--- src/rtl/bown_pkg.sv ---
package bown_pkg;

    typedef enum logic [1:0] {
        S_IDLE_UNOWNED = 2'd0,
        S_PARKED       = 2'd1,
        S_TRANSFER     = 2'd2,
        S_FINISH_LAST  = 2'd3
    } own_state_e;

    // Pin groups controlled by one enable each
    localparam int GRP_ADDR   = 0;
    localparam int GRP_DATA   = 1;
    localparam int GRP_ATTR   = 2;
    localparam int GRP_STROBE = 3;
    localparam int GRP_COUNT  = 4;

endpackage

--- src/rtl/bown_sync.sv ---
module bown_sync #(
    parameter int STAGES    = 2,
    parameter bit RESET_VAL = 1'b0
) (
    input  logic clk,
    input  logic arst,
    input  logic d,
    output logic q
);
    localparam int TOP = STAGES - 1;

    logic [TOP:0] chain;

    generate
        if (STAGES == 1) begin : g_single
            always_ff @(posedge clk or posedge arst) begin
                if (arst) chain <= RESET_VAL;
                else      chain <= d;
            end
        end else begin : g_multi
            always_ff @(posedge clk or posedge arst) begin
                if (arst) chain <= {STAGES{RESET_VAL}};
                else      chain <= {chain[TOP-1:0], d};
            end
        end
    endgenerate

    assign q = chain[TOP];
endmodule

--- src/rtl/bown_rstout.sv ---
module bown_rstout #(
    parameter int SYNC_STAGES = 2
) (
    input  logic clk,
    input  logic rst_in,
    input  logic pll_lock,
    output logic rst_out
);
    logic lock_s;
    logic hold;

    bown_sync #(.STAGES(SYNC_STAGES), .RESET_VAL(1'b0)) u_lock_sync (
        .clk  (clk),
        .arst (rst_in),
        .d    (pll_lock),
        .q    (lock_s)
    );

    // Set by reset-in, cleared once synchronised lock is seen
    always_ff @(posedge clk or posedge rst_in) begin
        if (rst_in)      hold <= 1'b1;
        else if (lock_s) hold <= 1'b0;
    end

    assign rst_out = rst_in | hold;

    // reset-out is not released while lock is still absent
    assert_rstout_waits_lock_R7: assert property (@(posedge clk) disable iff (rst_in)
        (rst_out && !lock_s) |=> rst_out);
endmodule

--- src/rtl/bown_fsm.sv ---
module bown_fsm
    import bown_pkg::*;
(
    input  logic       clk,
    input  logic       rst,
    input  logic       grant,
    input  logic       xfer_req,
    input  logic       xfer_done,
    output own_state_e state,
    output logic       drive,
    output logic       busy,
    output logic       xfer_start
);
    own_state_e next_state;

    // Next-state decode
    always_comb begin
        next_state = state;
        unique case (state)
            S_IDLE_UNOWNED: begin
                if (grant) next_state = S_PARKED;               // T_GAIN
            end
            S_PARKED: begin
                if (!grant)        next_state = S_IDLE_UNOWNED; // T_DROP_IDLE
                else if (xfer_req) next_state = S_TRANSFER;     // T_START
            end
            S_TRANSFER: begin
                if (xfer_done)  next_state = grant ? S_PARKED : S_IDLE_UNOWNED;
                else if (!grant) next_state = S_FINISH_LAST;    // T_LOSE
            end
            S_FINISH_LAST: begin
                if (xfer_done) next_state = grant ? S_PARKED : S_IDLE_UNOWNED;
            end
        endcase
    end

    // State register
    always_ff @(posedge clk or posedge rst) begin
        if (rst) state <= S_IDLE_UNOWNED;
        else     state <= next_state;
    end

    // Output decode
    always_comb begin
        drive      = 1'b0;
        busy       = 1'b0;
        xfer_start = 1'b0;
        unique case (state)
            S_IDLE_UNOWNED: ;
            S_PARKED: begin
                drive      = 1'b1;
                xfer_start = grant & xfer_req;
            end
            S_TRANSFER: begin
                drive = 1'b1;
                busy  = 1'b1;
            end
            S_FINISH_LAST: begin
                drive = 1'b1;
            end
        endcase
    end

    // idle owner releases at the edge that sees the grant low
    assert_idle_release_R3: assert property (@(posedge clk) disable iff (rst)
        (state == S_PARKED && !grant) |=> (state == S_IDLE_UNOWNED && !drive));

    // a lost grant mid-access keeps driving until completion
    assert_lose_to_finish_R2: assert property (@(posedge clk) disable iff (rst)
        (state == S_TRANSFER && !grant && !xfer_done) |=> (state == S_FINISH_LAST && drive));

    // final transfer keeps the drivers on
    assert_finish_holds_R2: assert property (@(posedge clk) disable iff (rst)
        (state == S_FINISH_LAST && !xfer_done) |=> drive);

    // an accepted start always leads into a transfer
    assert_start_enters_xfer_R8: assert property (@(posedge clk) disable iff (rst)
        xfer_start |=> (state == S_TRANSFER));

    // completion with grant held parks the bus
    assert_done_parks_R10: assert property (@(posedge clk) disable iff (rst)
        (state == S_TRANSFER && grant && xfer_done) |=> (state == S_PARKED && drive));
endmodule

--- src/rtl/bown_oe.sv ---
module bown_oe #(
    parameter int NUM_GROUPS = 4
) (
    input  logic                  en,
    output logic [NUM_GROUPS-1:0] oe
);
    generate
        for (genvar g = 0; g < NUM_GROUPS; g++) begin : g_grp
            assign oe[g] = en;
        end
    endgenerate
endmodule

--- src/rtl/bus_own_ctrl.sv ---
module bus_own_ctrl
    import bown_pkg::*;
#(
    parameter int NUM_GROUPS  = bown_pkg::GRP_COUNT,
    parameter int SYNC_STAGES = 2
) (
    input  logic                  clk,
    input  logic                  rst_in,
    input  logic                  pll_lock,
    input  logic                  bus_grant,
    input  logic                  xfer_req,
    input  logic                  xfer_done,
    output logic                  bus_req,
    output logic                  bus_driven,
    output logic [NUM_GROUPS-1:0] grp_oe,
    output logic                  rst_out,
    output logic                  xfer_start
);
    localparam logic [NUM_GROUPS-1:0] OE_NONE = '0;

    logic       rst_sync;
    logic       rst_any;
    own_state_e state;
    logic       drive;
    logic       busy;
    logic       start_raw;
    logic       drive_ok;

    bown_sync #(.STAGES(SYNC_STAGES), .RESET_VAL(1'b1)) u_rst_sync (
        .clk  (clk),
        .arst (rst_in),
        .d    (1'b0),
        .q    (rst_sync)
    );

    // Raw pin forces quiet at once; the synchronised copy holds it
    assign rst_any = rst_in | rst_sync;

    bown_fsm u_fsm (
        .clk        (clk),
        .rst        (rst_sync),
        .grant      (bus_grant),
        .xfer_req   (xfer_req),
        .xfer_done  (xfer_done),
        .state      (state),
        .drive      (drive),
        .busy       (busy),
        .xfer_start (start_raw)
    );

    assign drive_ok   = drive & ~rst_any;
    assign bus_driven = drive_ok;
    assign bus_req    = ~rst_any & (xfer_req | busy);
    assign xfer_start = ~rst_any & start_raw;

    bown_oe #(.NUM_GROUPS(NUM_GROUPS)) u_oe (
        .en (drive_ok),
        .oe (grp_oe)
    );

    bown_rstout #(.SYNC_STAGES(SYNC_STAGES)) u_rstout (
        .clk      (clk),
        .rst_in   (rst_in),
        .pll_lock (pll_lock),
        .rst_out  (rst_out)
    );

    // reset-in silences every bus-side output
    assert_reset_quiet_R5: assert property (@(posedge clk)
        rst_in |-> (!bus_req && !bus_driven && !xfer_start && grp_oe == OE_NONE));

    // reset-out follows reset-in
    assert_rstout_follows_R6: assert property (@(posedge clk)
        rst_in |-> rst_out);

    // bus-driven only falls after the grant has fallen
    assert_bd_needs_grant_low_R4: assert property (@(posedge clk) disable iff (rst_any)
        $fell(bus_driven) |-> !$past(bus_grant));

    // group enables agree with bus-driven
    assert_oe_matches_bd_R1: assert property (@(posedge clk) disable iff (rst_any)
        bus_driven |-> (grp_oe == ~OE_NONE));

    // after release the machine starts unowned
    assert_start_unowned_R11: assert property (@(posedge clk)
        $fell(rst_sync) |-> (state == S_IDLE_UNOWNED));
endmodule

--- config.mk ---
export PLATFORM = sky130hd
export DESIGN_NAME = bus_own_ctrl
export DESIGN_NICKNAME = d
export VERILOG_FILES = /design/src/rtl/bown_pkg.sv /design/src/rtl/bown_sync.sv /design/src/rtl/bown_rstout.sv /design/src/rtl/bown_fsm.sv /design/src/rtl/bown_oe.sv /design/src/rtl/bus_own_ctrl.sv
export SDC_FILE = /design/constraint.sdc
export NUM_CORES = 1
export LEC_CHECK = 0
export BUFFER_PORTS_ARGS = -buffer_cell sky130_fd_sc_hd__buf_2
export CAP_MARGIN = 20
export CORE_AREA = 2 2 39 41
export DETAILED_ROUTE_END_ITERATION = 12
export DIE_AREA = 0 0 41 43
export HOLD_SLACK_MARGIN = 0.05
export MAX_ROUTING_LAYER = met4
export PLACE_DENSITY = 0.46
export REMOVE_ABC_BUFFERS = 1
export SLEW_MARGIN = 20
export SYNTH_ARGS = -nofsm -noshare
export SYNTH_HDL_FRONTEND = slang
export SYNTH_SLANG_ARGS = --single-unit
--- constraint.sdc ---
create_clock -name clk -period 1.25 [get_ports clk]
set_input_delay 0.25 -clock clk [delete_from_list [all_inputs] [get_ports clk]]
set_output_delay 0.25 -clock clk [all_outputs]
set_load 0.05 [all_outputs]
After elaboration in Yosys (flattened, before gate mapping)
Index checks and enable logic that the tools add are counted.
{"block": "op_classes", "mux": 11, "eq_ne": 7, "n_reduce_logical": 3, "bitwise_logic": 8}
{"op": "$mux W2", "n": 6}
{"op": "$pmux W2 S4", "n": 1}
{"op": "$ne A3 B3 Y1 const B", "n": 2}
{"op": "$and A1 B1 Y1", "n": 4}
{"op": "$eq A2 B2 Y1 const B", "n": 2}
{"op": "$mux W1", "n": 4}
{"op": "$ne A2 B2 Y1 const B", "n": 2}
{"op": "$reduce_and A4 Y1", "n": 1}
{"op": "$or A1 B1 Y1", "n": 3}
{"op": "$reduce_or A3 Y1", "n": 1}
{"op": "$eq A2 B1 Y1 const B", "n": 1}
{"op": "$logic_not A2 Y1", "n": 1}
{"op": "$not A1 Y1", "n": 1}
{"block": "word_totals", "wordCells": 33, "ff_bits": 7, "in_bits": 6, "out_inout_bits": 8}

Longest topological paths before layout
{"block": "depth", "word_depth": 4, "mapped_depth": 3, "depth_no_buf": 2}

Cells and area by module
Synthesis repeated with hierarchy kept, for this count alone.
{"block": "unflattened", "hier_cells": 31, "area_unflattened_um2": 329.1}
{"mod": "bown_fsm", "area_per_inst_um2": 118.9, "n_inst": 1, "cells_per_inst": 12, "seq_area_each_um2": 50.0}
{"mod": "bown_sync (u_rst_sync)", "area_per_inst_um2": 56.3, "n_inst": 1, "cells_per_inst": 3, "seq_area_each_um2": 52.6}
{"mod": "bown_sync (u_rstout.u_lock_sync)", "area_per_inst_um2": 53.8, "n_inst": 1, "cells_per_inst": 3, "seq_area_each_um2": 50.0}
{"mod": "bown_rstout", "area_per_inst_um2": 42.5, "n_inst": 1, "cells_per_inst": 4, "seq_area_each_um2": 26.3}
{"mod": "bown_oe", "area_per_inst_um2": 30.0, "n_inst": 1, "cells_per_inst": 4, "seq_area_each_um2": 0.0}
{"mod": "bus_own_ctrl", "area_per_inst_um2": 27.5, "n_inst": 1, "cells_per_inst": 5, "seq_area_each_um2": 0.0}

Worst setup path after synthesis
OpenSTA, ideal clock, no wires.
{"block": "synth_timing", "path_type": "register to output", "from": "reg u_rst_sync.chain[1]", "to": "out grp_oe[0]", "n_path_buf": 1, "t_arrival_ps": 2035, "path_stages_with_launch": 3, "required_ps": 1000, "setup_slack_ps": -1035, "path_cell_list": "dfstp_2 nor3_1 buf_4"}
{"block": "synth_between", "elab_chain_len": 3}
{"element": "start, declared", "line_no": "bown_sync.sv:12", "text": "logic [TOP:0] chain;"}
{"element": "start signal, assigned", "line_no": "bown_sync.sv:22", "text": "if (arst) chain <= {STAGES{RESET_VAL}};"}
{"element": "start signal, assigned", "line_no": "bown_sync.sv:23", "text": "else chain <= {chain[TOP-1:0], d};"}
{"element": "$or A1 B1 Y1", "line_no": "bus_own_ctrl.sv:37", "text": "assign rst_any = rst_in | rst_sync;"}
{"element": "$not A1 Y1", "line_no": "bus_own_ctrl.sv:51", "text": "assign drive_ok = drive & ~rst_any;"}
{"element": "$and A1 B1 Y1", "line_no": "bus_own_ctrl.sv:51"}
{"element": "end, declared", "line_no": "bus_own_ctrl.sv:15", "text": "output logic [NUM_GROUPS-1:0] grp_oe,"}
Every way passes these cells.

Final worst setup path
{"block": "layout_timing", "from": "reg u_fsm.state[1]", "to": "out bus_req"}
{"block": "layout_between", "elab_chain_len": 4}
{"element": "start, declared", "line_no": "bown_fsm.sv:9", "text": "output own_state_e state,"}
{"element": "start signal, assigned", "line_no": "bown_fsm.sv:40", "text": "else state <= next_state;"}
{"element": "$eq A2 B2 Y1", "line_no": "bown_fsm.sv:48", "text": "unique case (state)"}
{"element": "$mux W1", "line_no": "bown_fsm.sv:48"}
{"element": "$or A1 B1 Y1", "line_no": "bus_own_ctrl.sv:53", "text": "assign bus_req = ~rst_any & (xfer_req | busy);"}
{"element": "$and A1 B1 Y1", "line_no": "bus_own_ctrl.sv:53"}
{"element": "end, declared", "line_no": "bus_own_ctrl.sv:13", "text": "output logic bus_req,"}
Every way passes these cells.

==> results by group <==
Logic synthesis
  • Post-synth top area share: 30.9%
  • Yosys top cell by area: dfrtp_1
  • Yosys warnings: 0
  • Mean post-synth cell area: 11.6 µm²
  • Distinct cells, synth: 16
  • Mapped Area: 324 µm²
  • Sequential share of the synthesized area: 55.2%
  • Top post-synthesis cells by area: dfrtp_1 (31%), dfstp_2 (24%), buf_4 (9.3%), a221oi_2 (4.6%), nor2b_1 (3.9%)
  • Flop and latch count out of synthesis: 7
  • Cell count after synthesis: 28

Critical path
  • Critical path depth: 3
  • Crit start category: flop
  • FF-to-FF End: u_fsm.state[1]$_DFFE_PP0P_
  • Worst Path Required: 1.00 ns
  • Arr. time, crit path: 1.20 ns
  • Critical Path, Cell by Cell: nor2b_2 -> o211a_1 -> buf_6
  • CP Capture Type: output port
  • Critical Path Max Stage Delay: 0.40 ns
  • Reg2reg setup slack: 0.30 ns
  • Crit Path Class: reg -> out
  • Worst Reg-to-Reg Cells: 3
  • RR Startpoint: u_fsm.state[1]$_DFFE_PP0P_
  • CP max FO: 4
  • Largest delay share family, worst path: flip-flops
  • Crit path buf inv count: 1
  • CP endpoint: bus_req
  • Crit. Startpoint: u_fsm.state[1]$_DFFE_PP0P_
  • CP max-delay cell: dfrtp_1

STA
  • RSZ-0062 raised after global routing: yes
  • Final hold violation count: 0
  • Post-layout min period: 1.45 ns
  • Skew final: 0.000610 ns
  • Fmax: 0.690 GHz
  • Final-report setup violation count: 8
  • Hold_ws: 0.107 ns
  • Setup WS post-layout: -0.200 ns
  • Setup TNS: -1.29 ns
  • Final Cycle Share: 116%
  • Fin. max-slew vios: 0

Detailed routing
  • WL final: 646 µm
  • First-pass detailed-route iteration total: 2
  • Avg WL per Cell: 10.4 µm
  • DR vias: 257
  • Initial DRC Count: 8
  • ANT nets after route: 0
  • Vias/cell: 4.15
  • Drt drc: 0

Clocking
  • Clock Tree Buf Depth: 2
  • Clk sink count: 7
  • Clock buffer count from CTS: 3
  • Clk_lat worst skew: 0.24 ns
  • Root Driver: clkbuf_4
  • H-tree level count: 1
  • Clock-pin slew on the worst setup and hold paths: 0.05 ns
  • CTS tree: yes
  • Hold_buf cts: 0

Global routing
  • Largest net degree at the start of global routing: 6
  • Total gr overflow: 0
  • Initial antenna violation count: 0
  • First-pass GRT wire length: 972 µm
  • Number of global-route vias before repair: 258
  • GRT Total Usage: 9.02%

Power and ir drop
  • Leakage: 0.262 nW
  • Switching pwr: 0.000189 W
  • Sequential share of power: 40.7%
  • Combinational power share: 27.6%
  • Worst vdd ir: 617 µV
  • Sw Share: 30.2%
  • PD cells: 1170 nW/µm²
  • Clock network fraction of design power: 31.7%
  • Int Pwr: 0.000438 W

Worst hold path
  • Min-delay worst type: in -> reg
  • Hold Startpoint: pll_lock

Place
  • Place WS: -0.0916 ns
  • PortBufs: 13
  • GP Congestion: 0.573
  • DP HPWL: 488 µm

Floorplanning
  • Boundary Pins: 14
  • Die Wd: 41 µm
  • Die Area: 1760 µm²
  • Initial core utilization: 23.4%
  • Core box area: 1380 µm²
  • # rows: 14
  • Die height: 43 µm

Final layout
  • Layout cell share with drive strength beyond 1: 71.7%
  • NumNets Final: 53
  • Area Overhead vs Synth: 65.3%
  • Most common cell after layout, fill and taps aside: buf_8
  • Antenna diode count: 0
  • Commonest non-fill, non-tap cells in the layout: buf_8 (6), buf_2 (5), buf_4 (4), dfrtp_1 (4)

Status
  • Violations in the final reports: negative setup slack
  • Outcome: complete, but fails checks

Job
  • Max Cap Violations: 0
-- cells by family (layout without fill, tap and decap cells) --
family          after synthesis  after routing  share of synthesized area (%)
compound gates                4              4                           12.4
simple gates                  9              9                           18.5
buf+inv                       7             25                           12.7
other cells                   1              1                           1.16
flops                         7              7                           55.2
-- metrics by stage --
step | instances | cell area, µm² | total power (W) | util [%]
global placement | 55 | 394 | 0.000376 | 28.5
finish | 62 | 536 | 0.000627 | 38.7
detailed placement | 55 | 394 | 0.000380 | 28.5
global route | 62 | 536 | 0.000676 | 38.7
CTS | 60 | 492 | 0.000620 | 35.5
floorplan | 24 | 294 | 0.000343 | -
-- layout make-up --
cell class | instances | area [µm²]
well taps | 16 | 20.0
clock inverters | 1 | 5.00
repair buffers | 18 | 179
flip-flops and latches | 7 | 179
fillers | 136 | 848
inverters | 3 | 11.3
clock buffers | 3 | 22.5
multi-input cells | 14 | 119
-- power groups by stage --
stage,clock [W],combinational (W),sequential [W]
after floorplan,0,0.0000884,0.000254
after global placement,0,0.000120,0.000256
after detailed placement,0,0.000123,0.000257
after CTS,0.000211,0.000156,0.000254
after global routing,0.000236,0.000184,0.000256
final,0.000199,0.000173,0.000255
-- how the worst min path moves through the flow --
stage	end	slack (ns)	depth (start not counted)
after detailed placement	u_fsm.state[0]$_DFFE_PP0P_	0.14	1
final	u_rstout.u_lock_sync.chain[0]$_DFF_PP0_	0.11	1
after CTS	u_rstout.u_lock_sync.chain[0]$_DFF_PP0_	0.09	1
after global routing	u_rstout.u_lock_sync.chain[0]$_DFF_PP0_	0.09	1
after global placement	u_fsm.state[0]$_DFFE_PP0P_	0.12	1
after floorplan	u_rstout.u_lock_sync.chain[0]$_DFF_PP0_	0.03	1
-- cells in the mapped netlist --
cell,count
buf_4,4
o211a_1,1
nor2b_2,1
or2_2,1
conb_1,1
and2b_4,1
o21ai_0,1
nand4b_1,1
a21bo_1,1
nor2_1,1
dfrtp_1,4
dfstp_2,3
nor2b_1,2
inv_1,3
a221oi_2,1
nor3_1,2
-- state kept, by name, indices dropped and copies added (netlist names) --
| name | cells |
|---|---|
| u_rstout.hold | 1 |
| u_rstout.u_lock_sync.chain | 2 |
| u_fsm.state | 2 |
| u_rst_sync.chain | 2 |
-- routing by layer --
metal  routed length (µm)  share of wire, %  vias to the layer above  GRT usage (%)
met5                    0                 0                        -              -
met2                  397                61                       11           15.9
met3                   49               7.6                        0           4.71
met1                  199                31                      123           5.94
met4                    0                 0                        0           6.00
li1                     -                 -                      123              -
-- worst reg2reg max path: cells and delay by family, from the launching register on --
kind | cells | cell delay (ns)
simple gates | 1 | 0.23
buf+inv | 1 | 0.17
flops | 1 | 0.40
compound gates | 1 | 0.07
-- timing repair --
action	in CTS	in global routing
endpoints found under the setup margin	8	8
gates resized for setup	19	9
buffers inserted	1	2
cloned	0	0
pin swaps	1	3
(Power assumes the default switching activity.)
